**src/rtl/pr_pkg.sv**
```systemverilog
package pr_pkg;
  localparam int ADDR_W   = 2;
  localparam int LEN_LSB  = 2;

  typedef enum logic [1:0] {
    ST_IDLE = 2'd0,
    ST_BODY = 2'd1,
    ST_DROP = 2'd2
  } ing_state_e;
endpackage

```
**src/rtl/pr_fifo.sv**
```systemverilog
module pr_fifo #(
  parameter int DATA_W = 8,
  parameter int DEPTH  = 16
) (
  input  logic              clk,
  input  logic              rst_n,
  input  logic              wr_en,
  input  logic [DATA_W-1:0] wr_data,
  input  logic              rd_en,
  output logic [DATA_W-1:0] rd_data,
  output logic              empty,
  output logic              full
);
  localparam int PTR_W = (DEPTH > 1) ? $clog2(DEPTH) : 1;
  localparam int CNT_W = $clog2(DEPTH + 1);
  localparam logic [PTR_W-1:0] PTR_LAST = PTR_W'(DEPTH - 1);
  localparam logic [CNT_W-1:0] CNT_FULL = CNT_W'(DEPTH);

  logic [DATA_W-1:0] mem [DEPTH];
  logic [PTR_W-1:0]  wr_ptr_q, wr_ptr_d;
  logic [PTR_W-1:0]  rd_ptr_q, rd_ptr_d;
  logic [CNT_W-1:0]  cnt_q, cnt_d;
  logic              push, pop;

  assign empty   = (cnt_q == '0);
  assign full    = (cnt_q == CNT_FULL);
  assign push    = wr_en && !full;
  assign pop     = rd_en && !empty;
  assign rd_data = mem[rd_ptr_q];

  always_comb begin
    wr_ptr_d = wr_ptr_q;
    rd_ptr_d = rd_ptr_q;
    cnt_d    = cnt_q;
    if (push) begin
      wr_ptr_d = (wr_ptr_q == PTR_LAST) ? '0 : wr_ptr_q + 1'b1;
    end
    if (pop) begin
      rd_ptr_d = (rd_ptr_q == PTR_LAST) ? '0 : rd_ptr_q + 1'b1;
    end
    case ({push, pop})
      2'b10:   cnt_d = cnt_q + 1'b1;
      2'b01:   cnt_d = cnt_q - 1'b1;
      default: cnt_d = cnt_q;
    endcase
  end

  always_ff @(posedge clk or negedge rst_n) begin
    if (!rst_n) begin
      wr_ptr_q <= '0;
      rd_ptr_q <= '0;
      cnt_q    <= '0;
    end else begin
      wr_ptr_q <= wr_ptr_d;
      rd_ptr_q <= rd_ptr_d;
      cnt_q    <= cnt_d;
    end
  end

  always_ff @(posedge clk) begin
    if (push) begin
      mem[wr_ptr_q] <= wr_data;
    end
  end
endmodule

```
**src/rtl/pr_ingress.sv**
```systemverilog
module pr_ingress #(
  parameter int DATA_W = 8,
  parameter int NUM_CH = 3
) (
  input  logic                clk,
  input  logic                rst_n,
  input  logic [DATA_W-1:0]   in_data,
  input  logic                in_valid,
  input  logic [NUM_CH-1:0]   ch_full,
  output logic [NUM_CH-1:0]   wr_en,
  output logic [DATA_W-1:0]   wr_data,
  output logic                suspend,
  output logic                err,
  output pr_pkg::ing_state_e  state
);
  import pr_pkg::*;
  localparam int NSLOT = 1 << ADDR_W;

  ing_state_e        state_q, state_d;
  logic [ADDR_W-1:0] dest_q, dest_d, dest_sel;
  logic [DATA_W-1:0] acc_q, acc_d;
  logic              err_q, err_d;
  logic [NSLOT-1:0]  full_pad;
  logic              is_hdr, busy, dest_ok, take, par_bad;

  assign full_pad = NSLOT'(ch_full);
  assign is_hdr   = (state_q == ST_IDLE) && in_valid;
  assign dest_sel = is_hdr ? in_data[ADDR_W-1:0] : dest_q;
  assign dest_ok  = int'(dest_sel) < NUM_CH;
  assign busy     = is_hdr || (state_q == ST_BODY);
  assign suspend  = busy && dest_ok && full_pad[dest_sel];
  assign take     = busy && !suspend;
  assign par_bad  = (acc_q ^ in_data) != '0;
  assign wr_data  = in_data;
  assign err      = err_q;
  assign state    = state_q;

  for (genvar i = 0; i < NUM_CH; i++) begin : g_wr
    assign wr_en[i] = take && dest_ok && (dest_sel == ADDR_W'(i));
  end

  always_comb begin
    state_d = state_q;
    dest_d  = dest_q;
    acc_d   = acc_q;
    err_d   = 1'b0;
    case (state_q)
      ST_IDLE: begin
        if (is_hdr) begin
          dest_d = in_data[ADDR_W-1:0];
          if (!dest_ok) begin
            state_d = ST_DROP;
          end else if (take) begin
            acc_d   = in_data;
            state_d = ST_BODY;
          end
        end
      end
      ST_BODY: begin
        if (take) begin
          if (in_valid) begin
            acc_d = acc_q ^ in_data;
          end else begin
            err_d   = par_bad;
            state_d = ST_IDLE;
          end
        end
      end
      ST_DROP: begin
        if (!in_valid) begin
          err_d   = 1'b1;
          state_d = ST_IDLE;
        end
      end
      default: state_d = ST_IDLE;
    endcase
  end

  always_ff @(posedge clk or negedge rst_n) begin
    if (!rst_n) begin
      state_q <= ST_IDLE;
      dest_q  <= '0;
      acc_q   <= '0;
      err_q   <= 1'b0;
    end else begin
      state_q <= state_d;
      dest_q  <= dest_d;
      acc_q   <= acc_d;
      err_q   <= err_d;
    end
  end
endmodule

```
**src/rtl/pkt_router.sv**
```systemverilog
module pkt_router #(
  parameter int DATA_W = 8,
  parameter int NUM_CH = 3,
  parameter int DEPTH  = 16
) (
  input  logic                     clk,
  input  logic                     rst_n,
  input  logic [DATA_W-1:0]        in_data,
  input  logic                     in_valid,
  output logic                     suspend,
  output logic                     err,
  input  logic [NUM_CH-1:0]        rd_en,
  output logic [NUM_CH-1:0]        out_vld,
  output logic [NUM_CH*DATA_W-1:0] out_data
);
  logic [NUM_CH-1:0]  wr_en;
  logic [NUM_CH-1:0]  ch_full;
  logic [NUM_CH-1:0]  ch_empty;
  logic [DATA_W-1:0]  wr_data;
  pr_pkg::ing_state_e ing_state;

  pr_ingress #(.DATA_W(DATA_W), .NUM_CH(NUM_CH)) u_ingress (
    .clk      (clk),
    .rst_n    (rst_n),
    .in_data  (in_data),
    .in_valid (in_valid),
    .ch_full  (ch_full),
    .wr_en    (wr_en),
    .wr_data  (wr_data),
    .suspend  (suspend),
    .err      (err),
    .state    (ing_state)
  );

  for (genvar i = 0; i < NUM_CH; i++) begin : g_ch
    pr_fifo #(.DATA_W(DATA_W), .DEPTH(DEPTH)) u_fifo (
      .clk     (clk),
      .rst_n   (rst_n),
      .wr_en   (wr_en[i]),
      .wr_data (wr_data),
      .rd_en   (rd_en[i]),
      .rd_data (out_data[i*DATA_W +: DATA_W]),
      .empty   (ch_empty[i]),
      .full    (ch_full[i])
    );
    assign out_vld[i] = !ch_empty[i];
  end
endmodule

```
**config.mk**
```make
export PLATFORM = sky130hd
export DESIGN_NAME = pkt_router
export DESIGN_NICKNAME = d
export VERILOG_FILES = /design/src/rtl/pr_pkg.sv /design/src/rtl/pr_fifo.sv /design/src/rtl/pr_ingress.sv /design/src/rtl/pkt_router.sv
export SDC_FILE = /design/constraint.sdc
export NUM_CORES = 1
export LEC_CHECK = 0
export ABC_AREA = 1
export BUFFER_PORTS_ARGS = -buffer_cell sky130_fd_sc_hd__clkbuf_2
export CELL_PAD_IN_SITES_DETAIL_PLACEMENT = 2
export CELL_PAD_IN_SITES_GLOBAL_PLACEMENT = 2
export CORE_ASPECT_RATIO = 1.2
export CORE_MARGIN = 4
export CORE_UTILIZATION = 44
export CTS_CLUSTER_DIAMETER = 40
export DETAILED_ROUTE_END_ITERATION = 10
export PLACE_DENSITY = 0.8
export SLEW_MARGIN = 20
export SYNTH_ARGS = -nofsm -noshare
export SYNTH_HDL_FRONTEND = slang
export SYNTH_SLANG_ARGS = --single-unit
```
**constraint.sdc**
```tcl
create_clock -name clk -period 4.1 [get_ports clk]
set_clock_uncertainty 0.1 [all_clocks]
set_input_delay 0.82 -clock clk [delete_from_list [all_inputs] [get_ports clk]]
set_output_delay 0.82 -clock clk [all_outputs]
set_load 0.1 [all_outputs]
```
==> summary.md, run 1 <==
| Metric | Value |
|---|---|
| Status | complete, no violations |
| Max cap viols | 0 |
| Crit path time final | around 4 ns |
| Synth top area cells | edfxtp_1 (63%), dfrtp_1 (7.1%), nand2_1 (5.0%), nor2_1 (4.3%), o21ai_0 (3.9%) |
| Slowest CP cell | dfrtp_1 |
| Flop-to-flop setup slack | between 0.2 and 0.3 ns |
| WS Path Type | reg2out |
| Area Overhead vs Synth | 16.1% |
| Seq/Total Area, Yosys | between 70% and 80% |
| Worst-path fanout max | 14 |
| Port bufs | 42 |
| Cell Rows | between 80 and 90 |
| Async SR Flop Fraction | about an eighth |
| Number of enable flip-flop cells after synthesis | 384 |
| CTS tree | built |
| Cts bufs inserted | between 50 and 60 |
| Syn avg cell area | 12.3 µm² |
| Multi-input gate area | just under 0.005 mm² |
| Synth Warn # | 0 |
| GR Util met1 | approximately 32% |
| Routed wire length | a little over 60,000 µm |
| R2R cell count | 20 |
| CTS H-tree lvls | 2 |
| Clk_lat worst skew | roughly 0.57 ns |
| GR Util met3 | around 3.7% |
| Io pins | 43 |
| GRT overflow | 0 |
| Post-Syn Area | between 0.015 and 0.02 mm² |
| Largest net degree at the start of global routing | 67 |
| Post-DP HPWL | ~38,000 µm |
| Endpoints failing hold | 0 |
| Max-slew violation count | 0 |
| Die area | approximately 0.045 mm² |
| DR iter-0 viols | between 900 and 1,000 |
| Register clock-pin slew on the reported worst setup and hold paths | around 0.060 ns |
| Post-synthesis register bit count | between 400 and 500 |
| Hold Crit Class | in2async |
| CP bufs+invs | 3 |
| Tcrit/Tclk final | 98.3% |
| Drt first pass iters | 5 |
| Worst R2R Start | u_ingress.state[1] |
| Die Height | between 200 and 250 µm |
| Crit Reg-Reg Endpoint | g_ch[0].u_fifo.cnt_q[4] |
| # fillers | slightly below 4,000 |
| Nets | between 1,500 and 2,000 |
| DR vias | 12,700 |
| Share of layout cells above drive strength 1 | 14.8% |
| CP Capture Type | primary output |
| Slowest stage delay, CP | roughly 0.56 ns |
| GP Congestion | 0.810 |
| Worst Tran Pin Value | ~1.0 ns |
| Cell with the most instances after synthesis | edfxtp_1 |
| CTS Sinks | 436 |
| Post-Synthesis Cells | around 1,500 |
| Register area | 0.0128 mm² |
| PD cells | 860 mW/mm² |
| Synth Net Count | between 1,500 and 2,000 |
| Cells after DPL | 2,067 |
| Worst relative slew slack | roughly 30% |
| Top achievable clock speed | approximately 250 MHz |
| Area share of the largest cell type after synthesis | between 60% and 70% |
| TNS Setup | 0 ns |
| All-Layer GR Usage | 27.5% |
| Crit path max-delay family | buffers and inverters |
| Commonest cells in the netlist | edfxtp_1 (384), nand2_1 (245), nor2_1 (211), o21ai_0 (141), nand3_1 (68) |
| RSZ-0062 raised after global routing | false |
| Die width | between 150 and 200 µm |
| Post-route ant nets | 0 |
| Fin cells | 2,170 |
| Critical path arrival | ~3.1 ns |
| Initial core utilization | between 40 and 50% |
| Post-route DRC | 0 |
| Cell taking the most area after synthesis | edfxtp_1 |
| Met2 Usage GRT | 51.0% |
| GRT busiest layer | met2 |
| Final Hold Slack | 0.163 ns |
| Max Root-Sink Buffers | 3 |
| Final setup viols | 0 |
| Cell chain of the critical path | inv_1 -> buf_4 -> o21ai_0 -> o221ai_1 -> nand4_1 -> nand2_1 -> buf_2 |
| Post-synthesis cell type count | 42 |
| Top_reg_cell synth | edfxtp_1 |
| Critical path data required time | 3.18 ns |
| Max VDD drop | just under 1 mV |
| Crit start category | flop |
| Vias in the first global route | ~14,000 |
| First-pass GRT wire length | roughly 94,000 µm |
| Area of the core | 0.0409 mm² |
| Post-Route Utilization | between 50% and 60% |
| Vias per cell | a little under 6 |
| Avg WL per Cell | between 20 and 30 µm |
| Pleak | between 0.007 and 0.008 µW |
| Initial antenna violation count | 2 |
| Root Driver | clkbuf_16 |
[per-stage QoR]
stage	cell area [µm²]	worst slack, ns	power, µW
global route	21200	0.00453	19100
floorplan	18300	0.703	11000
detailed placement	19400	0.375	13200
global placement	19400	0.747	12700
CTS	21200	0.00904	18300
finish	21200	0.0709	18300
[cell type report]
cell class                 count  area share [%]
multi-input combinational    922            23.2
clock inverter                37            1.94
antenna                        1          0.0118
sequential                   436            60.5
timing repair buffer         107            3.54
inverter                      66            1.21
tap                          539            3.18
clock buffer                  62            6.50
[where the power goes]
| part | leakage, µW | switching [µW] | internal [µW] |
|---|---|---|---|
| registers | 0.00408 | 468 | 5240 |
| clock network | 0.000871 | 1970 | 2880 |
| logic | 0.00278 | 5920 | 1770 |
| total | 0.00773 | 8360 | 9890 |
[how the worst max path moves through the flow]
stage                                     startpoint                      end  slack (ns)  depth (start not counted)
after floorplan           g_ch[1].u_fifo.rd_ptr_q[0]             out_data[13]        0.70                          7
after global placement                      in_valid  g_ch[0].u_fifo.cnt_q[4]        0.75                         20
after detailed placement                    in_valid  g_ch[0].u_fifo.cnt_q[4]        0.38                         19
after CTS                 g_ch[0].u_fifo.rd_ptr_q[2]              out_data[0]       0.009                          7
after global routing      g_ch[0].u_fifo.rd_ptr_q[1]              out_data[6]       0.005                          7
final                     g_ch[0].u_fifo.rd_ptr_q[1]              out_data[5]        0.07                          7
[registers in the layout, indices dropped and copies added (netlist names)]
signal,count
u_ingress.acc_q,8
u_ingress.err,1
g_ch.u_fifo.cnt_q,15
u_ingress.state,2
g_ch.u_fifo.mem,384
u_ingress.dest_q,2
g_ch.u_fifo.wr_ptr_q,12
g_ch.u_fifo.rd_ptr_q,12
[cells in the final DEF (no fill, tap or decap), types with 4 or more instances in the layout]
| cell | instances |
|---|---|
| xor2_1 | 15 |
| nand2_1 | 245 |
| a31oi_1 | 4 |
| clkbuf_1 | 7 |
| o21ai_1 | 5 |
| xnor2_1 | 7 |
| a221oi_1 | 8 |
| dfrtp_1 | 47 |
| o32ai_1 | 16 |
| ha_1 | 30 |
| buf_4 | 64 |
| a21oi_1 | 37 |
| clkbuf_16 | 53 |
| bufinv_16 | 7 |
| nand4_1 | 13 |
| buf_2 | 4 |
| o221ai_1 | 23 |
| nand2_4 | 5 |
| inv_6 | 7 |
| clkinvlp_4 | 7 |
| a311oi_1 | 9 |
| nand2_2 | 12 |
| clkinv_1 | 6 |
| clkinv_2 | 10 |
| o211ai_1 | 7 |
| o21ai_0 | 140 |
| nor2_1 | 211 |
| clkbuf_2 | 33 |
| o22ai_1 | 22 |
| edfxtp_1 | 384 |
| o21ai_2 | 7 |
| inv_2 | 6 |
| dfrtp_2 | 5 |
| nand3_1 | 68 |
| mux2i_1 | 17 |
| inv_1 | 55 |
[logic make-up (layout without fill, tap and decap cells)]
| family | Yosys count | after routing | share of synthesized area, % |
|---|---|---|---|
| simple gates | 565 | 565 | 12.9 |
| xor+xnor | 22 | 22 | 1.05 |
| flops | 436 | 436 | 70.2 |
| buf+inv | 133 | 272 | 2.97 |
| compound gates | 285 | 285 | 9.59 |
| mux | 17 | 17 | 0.930 |
| fa+ha+maj | 33 | 33 | 2.38 |
| other cells | 0 | 1 | 0 |
[repair_timing]
item                                    CTS  global route
hold buffers                              0             0
endpoints found under the setup margin    1             9
gates cloned                              0             0
resized for setup                         1            11
buffers inserted                          0             3
[routing by layer]
metal  wire (µm)  up-vias
met5          13        -
met3        2280      144
met4        2560        2
li1            -     5572
met1       23900     6649
met2       33500      350
Power figures use the tool's default switching activity.
==> run 2: changes to the inputs <==
--- a/config.mk
+++ b/config.mk
@@ -15,6 +15,7 @@
 export CTS_CLUSTER_DIAMETER = 40
 export DETAILED_ROUTE_END_ITERATION = 10
 export PLACE_DENSITY = 0.8
+export RECOVER_POWER = 100
 export SLEW_MARGIN = 20
 export SYNTH_ARGS = -nofsm -noshare
 export SYNTH_HDL_FRONTEND = slang
==> run 2 against run 1 <==
  * The flow now finishes with violations (max-capacitance violations, max-slew violations)
  * Clock power hardly changed
  * Power is 0.64% lower
  * Flip-flop and latch count unchanged
  * Global-route usage did not move
  * Via count is 0.17% higher
  * Hold slack improved by 0.23 ns
  * Sequential share of layout area up 0.73 points
  * Largest cell class unchanged
==> summary.md, run 2 (synthesized netlist as in run 1, its figures left out) <==
| Metric | Value |
|---|---|
| Status | finished, violations left |
| Failing checks | max-capacitance violations, max-slew violations |
| DR vias | 12,700 |
| Switch Pwr | about 8300 µW |
| Max Root-Sink Buffers | 3 |
| Slowest stage delay, CP | approximately 0.56 ns |
| Crit path max-delay family | buffers and inverters |
| Die width | slightly below 200 µm |
| CP Capture Type | primary output |
| Fin cells | 2,170 |
| DR iter-0 viols | between 900 and 1,000 |
| Area of the core | approximately 0.041 mm² |
| Sequential power share | between 30% and 40% |
| Final Hold Slack | 0.394 ns |
| Vias in the first global route | 14,400 |
| Nets | about 1,600 |
| Drt first pass iters | 5 |
| Tcrit/Tclk final | between 90% and 100% |
| Cell chain of the critical path | inv_1 -> buf_4 -> o21ai_0 -> o221ai_1 -> nand4_1 -> nand2_1 -> buf_2 |
| Die area | around 0.045 mm² |
| Worst R2R Start | u_ingress.state[1] |
| CTS H-tree lvls | 2 |
| Crit Reg-Reg Endpoint | g_ch[0].u_fifo.cnt_q[4] |
| Most frequent cells in the layout | edfxtp_1 (384), nand2_1 (253), nor2_1 (211) |
| Die Height | 231 µm |
| Internal Pwr Total | a little under 10,000 µW |
| Max VDD drop | roughly 0.97 mV |
| CTS tree | built |
| Stages on worst setup path | 7 |
| Post-route DRC | 0 |
| GP Congestion | between 0.8 and 0.9 |
| Commonest non-fill, non-tap cell in the layout | edfxtp_1 |
| Share of layout cells above drive strength 1 | 10.7% |
| Io pins | 43 |
| Root Driver | clkbuf_16 |
| Switching Share | between 40% and 50% |
| Hold Crit Class | reg2reg |
| Clock network power share | between 20% and 30% |
| Final WS setup | 0.121 ns |
| Top reg by flops | g_ch.u_fifo.mem |
| All-Layer GR Usage | between 20% and 30% |
| Worst-path fanout max | 14 |
| PD cells | between 800 and 900 mW/mm² |
| CP Capture Point | out_data[5] |
| Clk_lat worst skew | approximately 0.57 ns |
| Register clock-pin slew on the reported worst setup and hold paths | 0.06 ns |
| Combinational Power Share | approximately two fifths |
| Top achievable clock speed | 251 MHz |
| RSZ-0062 raised after global routing | false |
| CTS Sinks | between 400 and 500 |
| Area Overhead vs Synth | 14.7% |
| Port bufs | 42 |
| Max reg flops | about 380 |
| GRT overflow | 0 |
| Endpoints failing hold | 0 |
| Largest net degree at the start of global routing | 67 |
| Top Registers | g_ch.u_fifo.mem x384, g_ch.u_fifo.cnt_q x15 |
| Final setup viols | 0 |
| Cts bufs inserted | between 50 and 60 |
| Cell Rows | 81 |
| Flop-to-flop setup slack | about 0.24 ns |
| Post-route ant nets | 0 |
| Max cap viols | 10 |
| Slowest CP cell | dfrtp_1 |
| CP bufs+invs | 3 |
| Total power | 18,100 µW |
| Cells after DPL | 2,067 |
| Initial core utilization | roughly 45% |
| Routed wire length | around 62,000 µm |
| Post-DP HPWL | 38,400 µm |
| Worst Tran Pin Value | roughly 3.0 ns |
| Max-slew violation count | 410 |
| Crit path time final | between 3 and 4 ns |
| WS Path Type | reg2out |
| Initial antenna violation count | 2 |
| Critical path data required time | between 3 and 4 ns |
| Critical path arrival | about 3.1 ns |
| Worst relative slew slack | -99.1% |
| Vias per cell | ~6 |
| First-pass GRT wire length | between 90,000 and 100,000 µm |
| R2R cell count | 21 |
| TNS Setup | 0 ns |
| Crit start category | flop |
| Cts hold-fix bufs | 0 |
| Critical Path Start | g_ch[0].u_fifo.rd_ptr_q[1] |
| Pleak | about 0.0075 µW |
| Avg WL per Cell | around 29 µm |
| Placement Setup Slack | between 0.3 and 0.4 ns |
run 2: cell count changes in the layout (fill, tap and decap cells not counted), sizes merged:
cell / previous run / this run
clkinvlp: 7 / 8
inv: 70 / 69
buf: 72 / 27
clkbuf: 97 / 142
run 2: through the flow:
stage          cell area, µm²  utilization (%)
2_1_floorplan           18300                -
3_3_place_gp            19400             47.4
3_5_place_dp            19400             47.4
4_1_cts                 21200             51.7
5_1_grt                 21000             51.2
6_report                21000             51.2
run 2: layout make-up:
| type | instances | area (µm²) |
|---|---|---|
| timing repair buffer | 107 | 559 |
| inverter | 66 | 256 |
| sequential | 436 | 12800 |
| clock buffer | 62 | 1380 |
| multi-input combinational | 922 | 4860 |
| tap | 539 | 674 |
| clock inverter | 37 | 412 |
| fill | 4030 | 20000 |
| antenna | 1 | 2.50 |
run 2: per-layer routing:
metal  part of all wire (%)  up-vias  track usage [%]
li1                       -     5575                -
met1                     38     6659             32.2
met2                     54      352             51.0
met3                    4.0      150             3.74
met4                    4.2        2             10.9
met5                  0.021        -                0
run 2: how the worst min path moves through the flow:
stage                                  startpoint                         end  cells after the start
after global placement    g_ch[1].u_fifo.cnt_q[4]     g_ch[1].u_fifo.cnt_q[4]                      1
after global routing      g_ch[2].u_fifo.cnt_q[4]     g_ch[2].u_fifo.cnt_q[4]                      1
after floorplan           g_ch[0].u_fifo.cnt_q[4]     g_ch[0].u_fifo.cnt_q[4]                      1
after detailed placement  g_ch[1].u_fifo.cnt_q[4]     g_ch[1].u_fifo.cnt_q[4]                      1
after CTS                                   rst_n  g_ch[2].u_fifo.wr_ptr_q[3]                      1
final                     g_ch[1].u_fifo.cnt_q[4]     g_ch[1].u_fifo.cnt_q[4]                      1
run 2: power by group through the flow:
stage               Combinational [µW]  Clock (µW)  Sequential (µW)
finish                            7570        4850             5720
global placement                  7000           0             5720
detailed placement                7450           0             5780
CTS                               7690        4920             5700
floorplan                         5410           0             5550
global route                      8130        5110             5760
run 2: worst register-to-register path: stages, from the launching register on:
cell and delay (ns):
dfrtp_1 0.41, inv_1 0.10, ha_1 0.40, nand2_4 0.12, nand2_1 0.11, nand2_2 0.10, nand2_1 0.11, nand2_1 0.10
nor2_4 0.17, nand2_4 0.12, nand2_4 0.10, nor2_4 0.04, inv_1 0.11, ha_1 0.30, inv_1 0.15, fa_1 0.51
nor2_1 0.18, a211oi_1 0.09, nand2_1 0.10, nand2_1 0.07, nor2_1 0.13, xor2_1 0.17
run 2: repair_timing:
action,CTS,global route
setup endpoints to repair,1,9
setup buffers,0,3
gates resized for setup,1,11
==> run 3: changes to the inputs <==
--- a/config.mk
+++ b/config.mk
@@ -10,13 +10,15 @@
 export CELL_PAD_IN_SITES_DETAIL_PLACEMENT = 2
 export CELL_PAD_IN_SITES_GLOBAL_PLACEMENT = 2
 export CORE_ASPECT_RATIO = 1.2
-export CORE_MARGIN = 4
-export CORE_UTILIZATION = 44
+export CORE_MARGIN = 8
+export CORE_UTILIZATION = 41
 export CTS_CLUSTER_DIAMETER = 40
 export DETAILED_ROUTE_END_ITERATION = 10
 export PLACE_DENSITY = 0.8
 export RECOVER_POWER = 100
+export SKIP_CTS_REPAIR_TIMING = 1
 export SLEW_MARGIN = 20
 export SYNTH_ARGS = -nofsm -noshare
 export SYNTH_HDL_FRONTEND = slang
+export SYNTH_HIERARCHICAL = 1
 export SYNTH_SLANG_ARGS = --single-unit
==> run 3 against run 2 <==
  * The flow still finishes with violations (max-capacitance violations, max-slew violations)
  * Flip-flop and latch count unchanged
  * Maximum frequency increased by 0.72%
  * Register-to-register slack about the same
  * Core utilization decreased by 4.2 points
  * Final area increased by 12%
  * Setup slack improved by 0.028 ns
  * Routed wire length increased by 15%
  * Critical path type unchanged
  * Critical endpoint is now out_data[9]
  * Largest cell class unchanged
==> summary.md, run 3 <==
| Metric | Value |
|---|---|
| Most frequent cells in the layout | nand2_1 (731), inv_1 (415), edfxtp_1 (384) |
| Cell Rows | 90 |
| Multiplexer area fraction after synthesis | 0% |
| Cts bufs inserted | between 60 and 70 |
| Multi-input gate area | 0.00561 mm² |
| Async SR Flop Fraction | a little under an eighth |
| # fillers | between 5,000 and 6,000 |
| TNS Setup | 0 ns |
| Synth Area in XOR/XNOR | 0.979% |
| Worst Tran Pin Value | 3.49 ns |
| Crit start category | flop |
| DR vias | 15,500 |
| Failing checks | max-capacitance violations, max-slew violations |
| Flop-to-flop setup slack | around 0.24 ns |
| Area Overhead vs Synth | 14.0% |
| Top Registers | g_ch.u_fifo/mem x384, g_ch.u_fifo/cnt_q x15 |
| Critical path arrival | approximately 3.0 ns |
| Register area | about 0.013 mm² |
| Drt first pass iters | 5 |
| Top achievable clock speed | 253 MHz |
| Initial antenna violation count | 0 |
| First-pass GRT wire length | 110,000 µm |
| Initial core utilization | around 41% |
| Area share of the largest cell type after synthesis | a little under three fifths |
| Post-Syn Area | about 0.02 mm² |
| Fin cells | 2,939 |
| Final setup viols | 0 |
| Max-slew violation count | 445 |
| Nets | ~2,300 |
| Max reg flops | ~380 |
| RSZ-0062 raised after global routing | false |
| Avg WL per Cell | around 24 µm |
| Io pins | 43 |
| Main combinational cell family by area after synthesis | simple AND/OR/NAND/NOR gates |
| Max VDD drop | approximately 0.83 mV |
| Endpoints failing hold | 0 |
| Post-synthesis compound-gate area fraction | 1.30% |
| Share of layout cells above drive strength 1 | around 8.6% |
| Clk_lat worst skew | between 0.6 and 0.7 ns |
| CP Capture Type | primary output |
| Top reg by flops | g_ch.u_fifo/mem |
| All-Layer GR Usage | between 20 and 30% |
| Die width | around 220 µm |
| Post-DP HPWL | 41,200 µm |
| Critical path data required time | ~3.2 ns |
| Commonest non-fill, non-tap cell in the layout | nand2_1 |
| Number of enable flip-flop cells after synthesis | 384 |
| Port bufs | 42 |
| Top_reg_cell synth | edfxtp_1 |
| Cells after DPL | around 2,800 |
| Post-route DRC | 0 |
| Synth Warn # | 6 |
| Synth Net Count | 2,206 |
| Post-Route Utilization | 47.0% |
| Die area | between 0.05 and 0.06 mm² |
| Vias per cell | ~5.3 |
| Crit path time final | just under 4 ns |
| Post-synthesis register bit count | around 440 |
| Tcrit/Tclk final | 96.4% |
| Area share of fa/ha/maj cells after synthesis | approximately 2.1% |
| CTS Sinks | ~440 |
| Register clock-pin slew on the reported worst setup and hold paths | 0.06 ns |
| Status | finished, violations left |
| Commonest cells in the netlist | nand2_1 (728), inv_1 (412), edfxtp_1 (384), nand3_1 (271), nor2_1 (64) |
| Area of the core | roughly 0.050 mm² |
| GRT overflow | 0 |
| Post-Synthesis Cells | around 2,200 |
| Vias in the first global route | ~18,000 |
| Largest net degree at the start of global routing | between 60 and 70 |
| CTS H-tree lvls | 2 |
| Cell taking the most area after synthesis | edfxtp_1 |
| Worst relative slew slack | -133% |
| DR iter-0 viols | about 970 |
| Die Height | approximately 260 µm |
| Seq/Total Area, Yosys | a little over 60% |
| Synth top area cells | edfxtp_1 (56%), nand2_1 (13%), inv_1 (7.5%), nand3_1 (6.6%), dfrtp_1 (6.3%) |
| Routed wire length | around 72,000 µm |
| Synth Area in Simple Gates | a little under a quarter |
| Hold Crit Class | reg2reg |
| PD cells | 827 mW/mm² |
| Pleak | 0.0106 µW |
| Worst-path fanout max | 10 |
| WS Path Type | reg2out |
| CTS tree | built |
| # diodes | 0 |
| Post-synthesis cell type count | 34 |
| Cell with the most instances after synthesis | nand2_1 |
| Final Hold Slack | 0.401 ns |
| GP Congestion | 0.758 |
| Max cap viols | 12 |
| Root Driver | clkbuf_16 |
| Post-route ant nets | 0 |
| Syn avg cell area | between 9 and 10 µm² |
| Max Root-Sink Buffers | 3 |
## run 3: cell count changes after synthesis, sizes merged, moves of 9 or more
cell / delta
xnor2: +9
inv: +371
mux2i: -17
o221ai: -23
clkbuf: -33
nand2: +482
o21ai: -116
o32ai: -16
nor2: -145
o22ai: -22
a311oi: -10
nand3: +210
a21oi: -34
buf: +46
## run 3: cell families (layout without fill, tap and decap cells)
| kind of cell | after synthesis | after routing |
|---|---|---|
| and+or+nand+nor | 1110 | 1110 |
| buffers and inverters | 514 | 650 |
| DFF | 436 | 436 |
| AOI/OAI and AO/OA | 43 | 43 |
| adders and majority gates | 33 | 33 |
| xor gates and xnor gates | 23 | 23 |
## run 3: metal layers
metal	global-route usage, %	routed length [µm]
met1	28.0	27300
met2	47.6	39100
met3	3.30	2620
met4	10.3	2500
met5	0	0
## run 3: layout make-up
type,count,area share (%)
Sequential cell,436,54.7
Clock inverter,47,2.27
Clock buffer,69,6.68
Timing Repair Buffer,100,2.01
Inverter,434,6.95
Multi-Input combinational cell,1209,23.9
Tap cell,644,3.44
## run 3: final timing paths
kind | from | to | depth (start not counted)
setup / recovery | g_ch[1].u_fifo/rd_ptr_q[3] | out_data[9] | 7
hold / removal | u_ingress/acc_q[6] | u_ingress/acc_q[6] | 2
setup reg to reg | u_ingress/state[0] | g_ch[1].u_fifo/mem[5][1] | 15
hold reg to reg | u_ingress/acc_q[6] | u_ingress/acc_q[6] | 2
max in group asynchronous | rst_n | g_ch[1].u_fifo/rd_ptr_q[0] | 2
min in group asynchronous | rst_n | g_ch[0].u_fifo/cnt_q[0] | 1
## run 3: where the power goes
group          total, µW  switching [µW]  leakage (µW)  internal, µW
Clock               5470            2230      0.000995          3240
Sequential          5680             382       0.00410          5300
Combinational       8250            6430       0.00550          1820
## run 3: metrics by stage
stage	setup slack, ns	power (µW)	instance area [µm²]
CTS	0.0996	19700	23700
floorplan	0.978	11700	20600
global route	0.0454	20300	23400
finish	0.150	19400	23400
global placement	0.492	13300	21600
detailed placement	0.240	13800	21600
## run 3: worst max-delay path: stages (launching register included)
cell and delay (ns):
dfrtp_1 0.37, inv_1 0.24, nor2_1 0.79, nand2_1 0.19, nand2_1 0.17, inv_1 0.07
nand2_1 0.07, clkbuf_2 0.46
